[config.mk]
export PLATFORM = sky130hd
export DESIGN_NAME = sram_async_ctrl
export DESIGN_NICKNAME = d
export VERILOG_FILES = /design/src/rtl/sramc_pkg.sv /design/src/rtl/sramc_seq.sv /design/src/rtl/sramc_pins.sv /design/src/rtl/sramc_dpath.sv /design/src/rtl/sram_async_ctrl.sv
export SDC_FILE = /design/constraint.sdc
export NUM_CORES = 1
export LEC_CHECK = 0
export CAP_MARGIN = 10
export CORE_AREA = 8 8 82 84
export CTS_BUF_LIST = sky130_fd_sc_hd__clkbuf_4 sky130_fd_sc_hd__clkbuf_8
export CTS_CLUSTER_SIZE = 25
export DETAILED_ROUTE_END_ITERATION = 8
export DIE_AREA = 0 0 90 92
export PLACE_DENSITY = 0.6
export SYNTH_ARGS = -nofsm -noshare
export SYNTH_HDL_FRONTEND = slang
export SYNTH_SLANG_ARGS = --single-unit
[constraint.sdc]
create_clock -name clk -period 3.4 [get_ports clk]
set_clock_uncertainty 0.1 [all_clocks]
set_input_delay 1.02 -clock clk [delete_from_list [all_inputs] [get_ports clk]]
set_output_delay 1.02 -clock clk [all_outputs]
set_load 0.1 [all_outputs]
[src/rtl/sramc_pkg.sv]
`timescale 1ns/1ps
package sramc_pkg;

  typedef enum logic [2:0] {
    PH_IDLE  = 3'd0,
    PH_WSET  = 3'd1,
    PH_WLEAD = 3'd2,
    PH_WDATA = 3'd3,
    PH_WHOLD = 3'd4,
    PH_RACC  = 3'd5
  } phase_e;

  typedef struct packed {
    logic sel_n;
    logic sel;
    logic we_n;
    logic oe_n;
    logic drv;
  } pin_ctl_t;

  localparam pin_ctl_t PIN_IDLE = '{sel_n: 1'b1, sel: 1'b0, we_n: 1'b1, oe_n: 1'b1, drv: 1'b0};

  function automatic int ceil_cycles(input int ns, input int clk_ns);
    return (ns + clk_ns - 1) / clk_ns;
  endfunction

  function automatic int max2(input int a, input int b);
    return (a > b) ? a : b;
  endfunction

  // Memory-side pin pattern for each phase.
  function automatic pin_ctl_t pins_for(input phase_e p);
    pin_ctl_t c;
    c = PIN_IDLE;
    case (p)
      PH_WSET:  begin c.sel_n = 1'b0; c.sel = 1'b1; end
      PH_WLEAD: begin c.sel_n = 1'b0; c.sel = 1'b1; c.we_n = 1'b0; end
      PH_WDATA: begin c.sel_n = 1'b0; c.sel = 1'b1; c.we_n = 1'b0; c.drv = 1'b1; end
      PH_WHOLD: begin c.sel_n = 1'b0; c.sel = 1'b1; c.drv = 1'b1; end
      PH_RACC:  begin c.sel_n = 1'b0; c.sel = 1'b1; c.oe_n = 1'b0; end
      default:  c = PIN_IDLE;
    endcase
    return c;
  endfunction

endpackage

[src/rtl/sramc_seq.sv]
`timescale 1ns/1ps
module sramc_seq
  import sramc_pkg::*;
#(
  parameter int ACC_CYC  = 2,
  parameter int DATA_CYC = 1,
  parameter int CNT_W    = 2
) (
  input  logic   clk,
  input  logic   rst,
  input  logic   req_valid,
  input  logic   req_write,
  output phase_e phase_d,
  output logic   accept,
  output logic   capture,
  output logic   finish
);

  localparam int CNT_MAX = max2(ACC_CYC, DATA_CYC) - 1;

  phase_e             phase_q;
  logic [CNT_W-1:0]   cnt_q, cnt_d;

  always_comb begin
    phase_d = phase_q;
    cnt_d   = cnt_q;
    accept  = 1'b0;
    capture = 1'b0;
    finish  = 1'b0;
    case (phase_q)
      PH_IDLE: begin
        if (req_valid) begin
          accept = 1'b1;
          if (req_write) begin
            phase_d = PH_WSET;
          end else begin
            phase_d = PH_RACC;
            cnt_d   = CNT_W'(ACC_CYC - 1);
          end
        end
      end
      PH_WSET:  phase_d = PH_WLEAD;
      PH_WLEAD: begin
        phase_d = PH_WDATA;
        cnt_d   = CNT_W'(DATA_CYC - 1);
      end
      PH_WDATA: begin
        if (cnt_q == '0) phase_d = PH_WHOLD;
        else             cnt_d   = cnt_q - CNT_W'(1);
      end
      PH_WHOLD: begin
        phase_d = PH_IDLE;
        finish  = 1'b1;
      end
      PH_RACC: begin
        if (cnt_q == '0) begin
          phase_d = PH_IDLE;
          capture = 1'b1;
          finish  = 1'b1;
        end else begin
          cnt_d = cnt_q - CNT_W'(1);
        end
      end
      default: phase_d = PH_IDLE;
    endcase
  end

  always_ff @(posedge clk) begin
    if (rst) begin
      phase_q <= PH_IDLE;
      cnt_q   <= '0;
    end else begin
      phase_q <= phase_d;
      cnt_q   <= cnt_d;
    end
  end

  // the phase counter never exceeds the longest counted phase
  a_r8_count_bound: assert property (@(posedge clk) disable iff (rst)
    int'(cnt_q) <= CNT_MAX);

  // a new request is taken only after the previous one finished
  a_r9_accept_after_finish: assert property (@(posedge clk) disable iff (rst)
    accept |-> (phase_q == PH_IDLE));

endmodule

[src/rtl/sramc_pins.sv]
`timescale 1ns/1ps
module sramc_pins
  import sramc_pkg::*;
(
  input  logic   clk,
  input  logic   rst,
  input  phase_e phase_d,
  output logic   sel_n,
  output logic   sel,
  output logic   we_n,
  output logic   oe_n,
  output logic   drv
);

  pin_ctl_t ctl_q;

  // Registered pin decode of the next phase: glitch-free pins aligned with the phase.
  always_ff @(posedge clk) begin
    if (rst) ctl_q <= PIN_IDLE;
    else     ctl_q <= pins_for(phase_d);
  end

  assign sel_n = ctl_q.sel_n;
  assign sel   = ctl_q.sel;
  assign we_n  = ctl_q.we_n;
  assign oe_n  = ctl_q.oe_n;
  assign drv   = ctl_q.drv;

  // no drive while the memory may drive or is deselected
  a_r6_no_contention: assert property (@(posedge clk) disable iff (rst)
    drv |-> (oe_n && !sel_n && sel));

  // drivers stay off in the first cycle of a low write strobe
  a_r6_late_drive: assert property (@(posedge clk) disable iff (rst)
    $fell(we_n) |-> !drv);

  // output enable and write strobe never low together
  a_r4_oe_we_exclusive: assert property (@(posedge clk) disable iff (rst)
    !(!oe_n && !we_n));

  // data driven before and after the write-ending edge
  a_r3_setup_hold: assert property (@(posedge clk) disable iff (rst)
    $rose(we_n) |-> ($past(drv) && drv));

endmodule

[src/rtl/sramc_dpath.sv]
`timescale 1ns/1ps
module sramc_dpath #(
  parameter int ADDR_W = 17,
  parameter int DATA_W = 8
) (
  input  logic              clk,
  input  logic              rst,
  input  logic              accept,
  input  logic              capture,
  input  logic              finish,
  input  logic [ADDR_W-1:0] req_addr,
  input  logic [DATA_W-1:0] req_wdata,
  input  logic [DATA_W-1:0] dq_i,
  output logic [ADDR_W-1:0] addr_q,
  output logic [DATA_W-1:0] wdata_q,
  output logic [DATA_W-1:0] rdata_q,
  output logic              done_q
);

  always_ff @(posedge clk) begin
    if (rst) begin
      addr_q  <= '0;
      wdata_q <= '0;
      rdata_q <= '0;
      done_q  <= 1'b0;
    end else begin
      if (accept) begin
        addr_q  <= req_addr;
        wdata_q <= req_wdata;
      end
      if (capture) rdata_q <= dq_i;
      done_q <= finish;
    end
  end

  // read data only moves on a capture
  a_r10_rdata_hold: assert property (@(posedge clk) disable iff (rst)
    !capture |=> $stable(rdata_q));

  // request fields only latched on acceptance
  a_r9_fields_hold: assert property (@(posedge clk) disable iff (rst)
    !accept |=> ($stable(addr_q) && $stable(wdata_q)));

endmodule

[src/rtl/sram_async_ctrl.sv]
`timescale 1ns/1ps
module sram_async_ctrl
  import sramc_pkg::*;
#(
  parameter int ADDR_W    = 17,
  parameter int DATA_W    = 8,
  parameter int T_CLK_NS  = 10,
  parameter int T_ACC_NS  = 12,
  parameter int T_PWE_NS  = 10,
  parameter int T_SD_NS   = 7
) (
  input  logic              clk,
  input  logic              rst,
  input  logic              req_valid,
  input  logic              req_write,
  input  logic [ADDR_W-1:0] req_addr,
  input  logic [DATA_W-1:0] req_wdata,
  output logic [DATA_W-1:0] rsp_rdata,
  output logic              rsp_done,
  output logic              mem_sel_n,
  output logic              mem_sel,
  output logic              mem_we_n,
  output logic              mem_oe_n,
  output logic [ADDR_W-1:0] mem_addr,
  output logic [DATA_W-1:0] mem_dq_o,
  output logic              mem_dq_oe,
  input  logic [DATA_W-1:0] mem_dq_i
);

  localparam int ACC_CYC  = max2(1, ceil_cycles(T_ACC_NS, T_CLK_NS));
  localparam int SD_CYC   = ceil_cycles(T_SD_NS, T_CLK_NS);
  localparam int PWE_CYC  = ceil_cycles(T_PWE_NS, T_CLK_NS);
  localparam int DATA_CYC = max2(1, max2(SD_CYC, PWE_CYC - 1));
  localparam int CNT_W    = $clog2(max2(ACC_CYC, DATA_CYC) + 1);

  phase_e phase_d;
  logic   accept, capture, finish;

  sramc_seq #(
    .ACC_CYC (ACC_CYC),
    .DATA_CYC(DATA_CYC),
    .CNT_W   (CNT_W)
  ) u_seq (
    .clk      (clk),
    .rst      (rst),
    .req_valid(req_valid),
    .req_write(req_write),
    .phase_d  (phase_d),
    .accept   (accept),
    .capture  (capture),
    .finish   (finish)
  );

  sramc_pins u_pins (
    .clk    (clk),
    .rst    (rst),
    .phase_d(phase_d),
    .sel_n  (mem_sel_n),
    .sel    (mem_sel),
    .we_n   (mem_we_n),
    .oe_n   (mem_oe_n),
    .drv    (mem_dq_oe)
  );

  sramc_dpath #(
    .ADDR_W(ADDR_W),
    .DATA_W(DATA_W)
  ) u_dpath (
    .clk      (clk),
    .rst      (rst),
    .accept   (accept),
    .capture  (capture),
    .finish   (finish),
    .req_addr (req_addr),
    .req_wdata(req_wdata),
    .dq_i     (mem_dq_i),
    .addr_q   (mem_addr),
    .wdata_q  (mem_dq_o),
    .rdata_q  (rsp_rdata),
    .done_q   (rsp_done)
  );

  // address steady while the chip remains selected
  a_r7_addr_stable: assert property (@(posedge clk) disable iff (rst)
    (!mem_sel_n && $past(!mem_sel_n)) |-> $stable(mem_addr));

  // completion is a single-cycle pulse
  a_r8_done_pulse: assert property (@(posedge clk) disable iff (rst)
    rsp_done |=> !rsp_done);

  // idle pins whenever completion is signalled
  a_r1_idle_on_done: assert property (@(posedge clk) disable iff (rst)
    rsp_done |-> (mem_sel_n && !mem_sel && mem_we_n && mem_oe_n && !mem_dq_oe));

endmodule

==> results.toml, run 1 <==
[global_routing]
grtUsageTotal_pct = 11.0
antenna_found_initial = 0
grt_pass1_vias = 1496
grt_start_max_net_pins = 45
overflow = 0
grt_pass1_wl_mm = 7.44

[clocking]
h-tree-depth = 2
clockBufferDepth = 2
cts_tree = "built"
cts_hold_buf = 0
postCtsSetupRepairBufs = 0
cts-root-buf = "clkbuf_8"
clk_pin_slew_ns = 0.08
cts_sinks = 44
cts_buffers = 5
clk_latency_ns = 0.29
cts-resized-gates = 0

[die]
start_util_pct = 31.3
num_rows = 27
ios = 76
die_w_um = 90
coreArea_um2 = 5410
dieArea_um2 = 8280
die_h_um = 92

[pwr]
p_per_area_nw_per_um2 = 563
p_total_w = 0.00137
peakVddDrop_v = 0.000182
p_leak_nw = 0.985

[placement]
preCtsSetupSlack_ns = 0.713
gp_congestion = 0.681
place_area_um2 = 2360
dp_hpwl_mm = 3.14
numPortBuffers = 75

[hold_path]
hp-class = "flip-flop to flip-flop"

[logic_synthesis]
syn-num-nets = 248
yosysSeqAreaShare_pct = 52.1
yosys_warnings = 0
ys_ff_latch = 44
ys.flop_type = "dfxtp_1"
syn_area_um2 = 1690
async_reset_ff_share_pct = 0
yosysUniqueCellTypes = 34
syn_avg_cell_area_um2 = 8.06
syn_inst = 210
synth_enable_flop_cells = 0

[critical_path]
worst_setup_path_end_kind = "flip-flop"
cp_data_arrival_time_ns = 2.40
path_class = "primary input to flip-flop"
path_max_fanout = 25
required_ns = 3.46
start_kind = "primary input"

[final_layout]
num_antenna_cells = 0
drive_above_1_share_pct = 17.9
nets = 317
nFillCells = 575
fin_area_um2 = 2440
syn_to_final_growth_pct = 44.4

[timing]
finalMaxSlewViolations = 0
grt_setup_unrepaired = "no"
hold_violations = 0
fin_crit_sh_pct = 68.7
period_needed_ns = 2.34
worst-slew-pin-transition_ns = 0.843
fin_setup_tns_ns = 0
finalSetupViolCount = 0
fmax_mhz = 428
slew_headroom_pct = 43.7
setup_ws_ns = 1.06

[run_status]
outcome = "finished, final reports clean"

[route]
vias_per_cell = 4.36
drcViolationCount = 0
final_antenna_net_count = 0
vias = 1530
routedWlPerCell_um = 12.8
drtPass1Iterations = 4
finalWirelength_mm = 4.51
drt-initial-drc-count = 58

[run]
drv_cap = 0
==> registers in the layout (all words and copies together), names as in the netlist <==
register,flops
u_dpath.addr_q,17
u_dpath.rdata_q,8
u_dpath.wdata_q,8
u_seq.phase_q,3
u_seq.cnt_q,2
u_dpath.done_q,1
u_pins.drv,1
u_pins.oe_n,1
u_pins.sel,1
u_pins.sel_n,1
u_pins.we_n,1
==> kinds of logic (layout without fill, tap and decap cells) <==
kind of cell	Yosys count	after routing	synth area share (%)
AND/OR/NAND/NOR	99	99	25.1
adder cells (fa/ha/maj)	1	1	0.740
AO/OA/AOI/OAI	47	47	15.9
flip-flops	44	44	52.1
buffers and inverters	19	88	6.14
==> critical path: stages <==
cell             delay (ns)
clkdlybuf4s50_1        0.53
nand2_1                0.51
nand2_1                0.24
a21oi_1                0.09
==> final timing paths <==
kind / startpoint / end / slack (ns) / cells after the start
worst min register to register: u_dpath.rdata_q[3] / u_dpath.rdata_q[3] / 0.36 / 2
worst min-delay path: u_dpath.rdata_q[3] / u_dpath.rdata_q[3] / 0.36 / 2
worst max-delay path: req_valid / u_dpath.addr_q[7] / 1.06 / 4
worst max register to register: u_seq.phase_q[1] / u_dpath.addr_q[7] / 1.58 / 4
==> layer usage <==
metal  vias up  wire length [µm]  track usage (%)  share of wire (%)
li1        819                 -                -                  -
met1       654              2260             13.6                 50
met2        52              1870             16.1                 41
met3         5               307             4.97                6.8
met4         0                68             4.58                1.5
met5         -                 0                0                  0
==> power by group <==
part           switching, W  internal [W]  total, W
clock network      0.000165      0.000148  0.000313
logic              0.000348      0.000128  0.000476
registers         0.0000297      0.000556  0.000585
total              0.000543      0.000832   0.00137
==> cells in the final DEF, fill, tap and decap left out, drive strengths merged <==
cell type / instances
nand2: 70
dfxtp: 44
buf: 41
clkdlybuf4s50: 36
a21oi: 34
nor2: 9
clkbuf: 6
inv: 4
nor3: 4
o21a: 2
nor2b: 2
nand2b: 2
nand3b: 2
o21ai: 2
and2: 2
nand3: 2
o21ba: 1
nor3b: 1
a31oi: 1
or3: 1
o31ai: 1
a22oi: 1
and2b: 1
or2b: 1
and3: 1
o211ai: 1
o2bb2ai: 1
a2bb2oi: 1
or2: 1
o31a: 1
o32ai: 1
ha: 1
clkinv: 1
==> synth_stat cells, types with 2 or more instances <==
master,count,area share (%)
nand2_1,70,16
nor2b_1,2,0.74
and2_1,2,0.74
buf_6,3,2.0
nor3_1,3,0.89
nor2_1,9,2.0
nand2b_1,2,0.74
o21a_1,2,0.89
nand3_1,2,0.59
clkbuf_1,6,1.3
nand3b_1,2,0.89
o21ai_0,2,0.59
inv_1,4,0.89
a21oi_1,34,10
dfxtp_1,44,52
buf_2,5,1.5
==> final cells by class <==
cell class | instances | area, µm² | area share [%]
Multi-Input combinational cell | 147 | 707 | 28.9
Tap cell | 72 | 90.1 | 3.69
Clock buffer | 6 | 76.3 | 3.13
Clock inverter | 1 | 5.00 | 0.205
Sequential cell | 44 | 881 | 36.1
Timing Repair Buffer | 77 | 668 | 27.4
Inverter | 4 | 15.0 | 0.615
==> through the flow <==
stage / utilization [%] / std cells / hold WS [ns]
6_report: 45.2 / 351 / 0.356
5_1_grt: 45.2 / 351 / 0.374
4_1_cts: 45.2 / 351 / 0.358
3_5_place_dp: 43.7 / 344 / 0.347
3_3_place_gp: 43.7 / 344 / 0.343
2_1_floorplan: - / 210 / 0.363
No activity file was read; power rests on OpenSTA's default activity.
==> run 2, diff against run 1 <==
Settings changed: PLACE_DENSITY 0.6 to 0.62.
Clock period 3.4 ns to 2 ns, I/O delays scaled along.
==> run 2 against run 1 <==
Effect of this change:
- via count increased by 5.4%
- die area unchanged
- sequential cell count unchanged
- largest power group unchanged
==> results.toml, run 2 (synthesized netlist as in run 1, its figures left out) <==
[global_routing]
grtUsageTotal_pct = 11.3
grt_pass1_wl_mm = 7.56
grt_start_max_net_pins = 30
antenna_found_initial = 0
grt_pass1_vias = 1485
overflow = 0

[critical_path]
cp_data_arrival_time_ns = 1.93
reg2reg_to = "u_pins.oe_n"
slowest_delay_ns = 0.48
rr_worst_depth = 6
crit_path_cell_trace = "clkdlybuf4s50_1 -> nor3b_1 -> a31oi_1 -> or3_1 -> or2_1"
path_max_fanout = 3
path_class = "primary input to flip-flop"
cp_top_family = "simple AND/OR/NAND/NOR gates"
start_kind = "primary input"
required_ns = 2.09
crit_buf_inv = 1
worst_setup_path_end_kind = "flip-flop"
slowest_stage = "clkdlybuf4s50_1"
ff2ff_setup_slack_ns = 0.31
r2r_start = "u_seq.cnt_q[0]"

[hold_path]
whs_path_depth = 2
min_from = "u_dpath.addr_q[3]"
hp-class = "flip-flop to flip-flop"
min_to = "u_dpath.addr_q[3]"

[pwr]
intPower_w = 0.00157
swShare_pct = 38.6
p_leak_nw = 1.14
p_total_w = 0.00256
p_sw_w = 0.000987
clkPwrFrac_pct = 21.7
p_per_area_nw_per_um2 = 854
seqPwrFrac_pct = 40.1
peakVddDrop_v = 0.000425
combPwrFrac_pct = 38.2

[route]
dr.max_layer_used = "met4"
wl_met3_um = 357
drtPass1Iterations = 4
routedWlPerCell_um = 13.4
drt-initial-drc-count = 71
met2WireLength_mm = 2.18
vias_per_cell = 4.54
drcViolationCount = 0
wl_met1_mm = 2.19
finalWirelength_mm = 4.75
final_antenna_net_count = 0
vias = 1613

[timing]
fin_crit_sh_pct = 92.3
grt_setup_unrepaired = "no"
period_needed_ns = 1.85
finalSetupViolCount = 0
slew_headroom_pct = 71.5
finalMaxSlewViolations = 0
worst-slew-pin-transition_ns = 0.427
fmax_mhz = 541
hold_ws_ns = 0.393
hold_violations = 0

[placement]
numPortBuffers = 75
dp_hpwl_mm = 3.51
gp_congestion = 0.770

[final_layout]
nets = 320
largest_reg_flops = 17
nFillCells = 496
reg.largest.list = "u_dpath.addr_q x17, u_dpath.rdata_q x8, u_dpath.wdata_q x8"
drive_above_1_share_pct = 19.1
final_cell_mix = "nand2_1 (70), dfxtp_1 (44), buf_12 (42)"
layout_commonest_cell = "nand2_1"
syn_to_final_growth_pct = 77.1
num_antenna_cells = 0
top_register = "u_dpath.addr_q"

[run_status]
outcome = "finished, final reports clean"

[clocking]
clk_latency_ns = 0.29
h-tree-depth = 2
cts_tree = "built"
cts-root-buf = "clkbuf_8"
cts_sinks = 44
clk_pin_slew_ns = 0.09
clockBufferDepth = 2
postCtsSetupRepairBufs = 0
cts-resized-gates = 0
cts_buffers = 5
cts_hold_buf = 0

[die]
die_h_um = 92
coreArea_um2 = 5410
die_w_um = 90
dieArea_um2 = 8280
ios = 76
num_rows = 27
start_util_pct = 31.3

[run]
drv_cap = 0
-- run 2: layer usage --
layer | vias up | GRT usage, %
li1 | 824 | -
met1 | 726 | 13.1
met3 | 2 | 5.30
met4 | 0 | 3.74
met2 | 61 | 17.9
met5 | - | 0
-- run 2: worst reg2reg max path: stages, from the launching register on --
cell	delay, ns
dfxtp_1	0.35
inv_1	0.06
ha_1	0.31
inv_1	0.11
a31oi_1	0.07
or3_1	0.36
or2_1	0.23
-- run 2: layout make-up --
cell class | instances | area, µm² | area share, %
repair buffers | 80 | 1220 | 40.6
flip-flops and latches | 44 | 881 | 29.4
multi-input cells | 147 | 707 | 23.6
well taps | 72 | 90.1 | 3.01
clock buffers | 5 | 68.8 | 2.30
clock inverters | 3 | 18.8 | 0.626
inverters | 4 | 15.0 | 0.501
-- run 2: power groups by stage --
stage / combinational [W] / clock (W) / sequential [W]
final: 0.000978 / 0.000555 / 0.00103
after detailed placement: 0.000987 / 0 / 0.00105
after global routing: 0.00102 / 0.000619 / 0.00104
after global placement: 0.000981 / 0 / 0.00104
after CTS: 0.000988 / 0.000583 / 0.00103
after floorplan: 0.000222 / 0 / 0.00141
-- run 2: stage by stage --
step           instances  cell area, µm²  utilization [%]  TNS, ns  setup WS (ns)
2_1_floorplan        210            1690                -        0          0.376
6_report             355            3000             55.4        0          0.153
5_1_grt              355            3000             55.4        0          0.105
3_3_place_gp         347            2910             53.8   -0.155         -0.135
3_5_place_dp         347            2910             53.8   -0.205         -0.160
4_1_cts              355            3000             55.4        0          0.159
-- run 2: worst max-delay path by stage --
stage,from,end,slack [ns],depth (start not counted)
2_1_floorplan,u_dpath.addr_q[0],mem_addr[0],0.38,0
3_3_place_gp,req_valid,u_pins.oe_n,-0.14,5
3_5_place_dp,req_valid,u_pins.oe_n,-0.16,5
4_1_cts,req_valid,u_pins.oe_n,0.16,5
5_1_grt,req_valid,u_pins.oe_n,0.11,5
6_report,req_valid,u_pins.oe_n,0.15,5
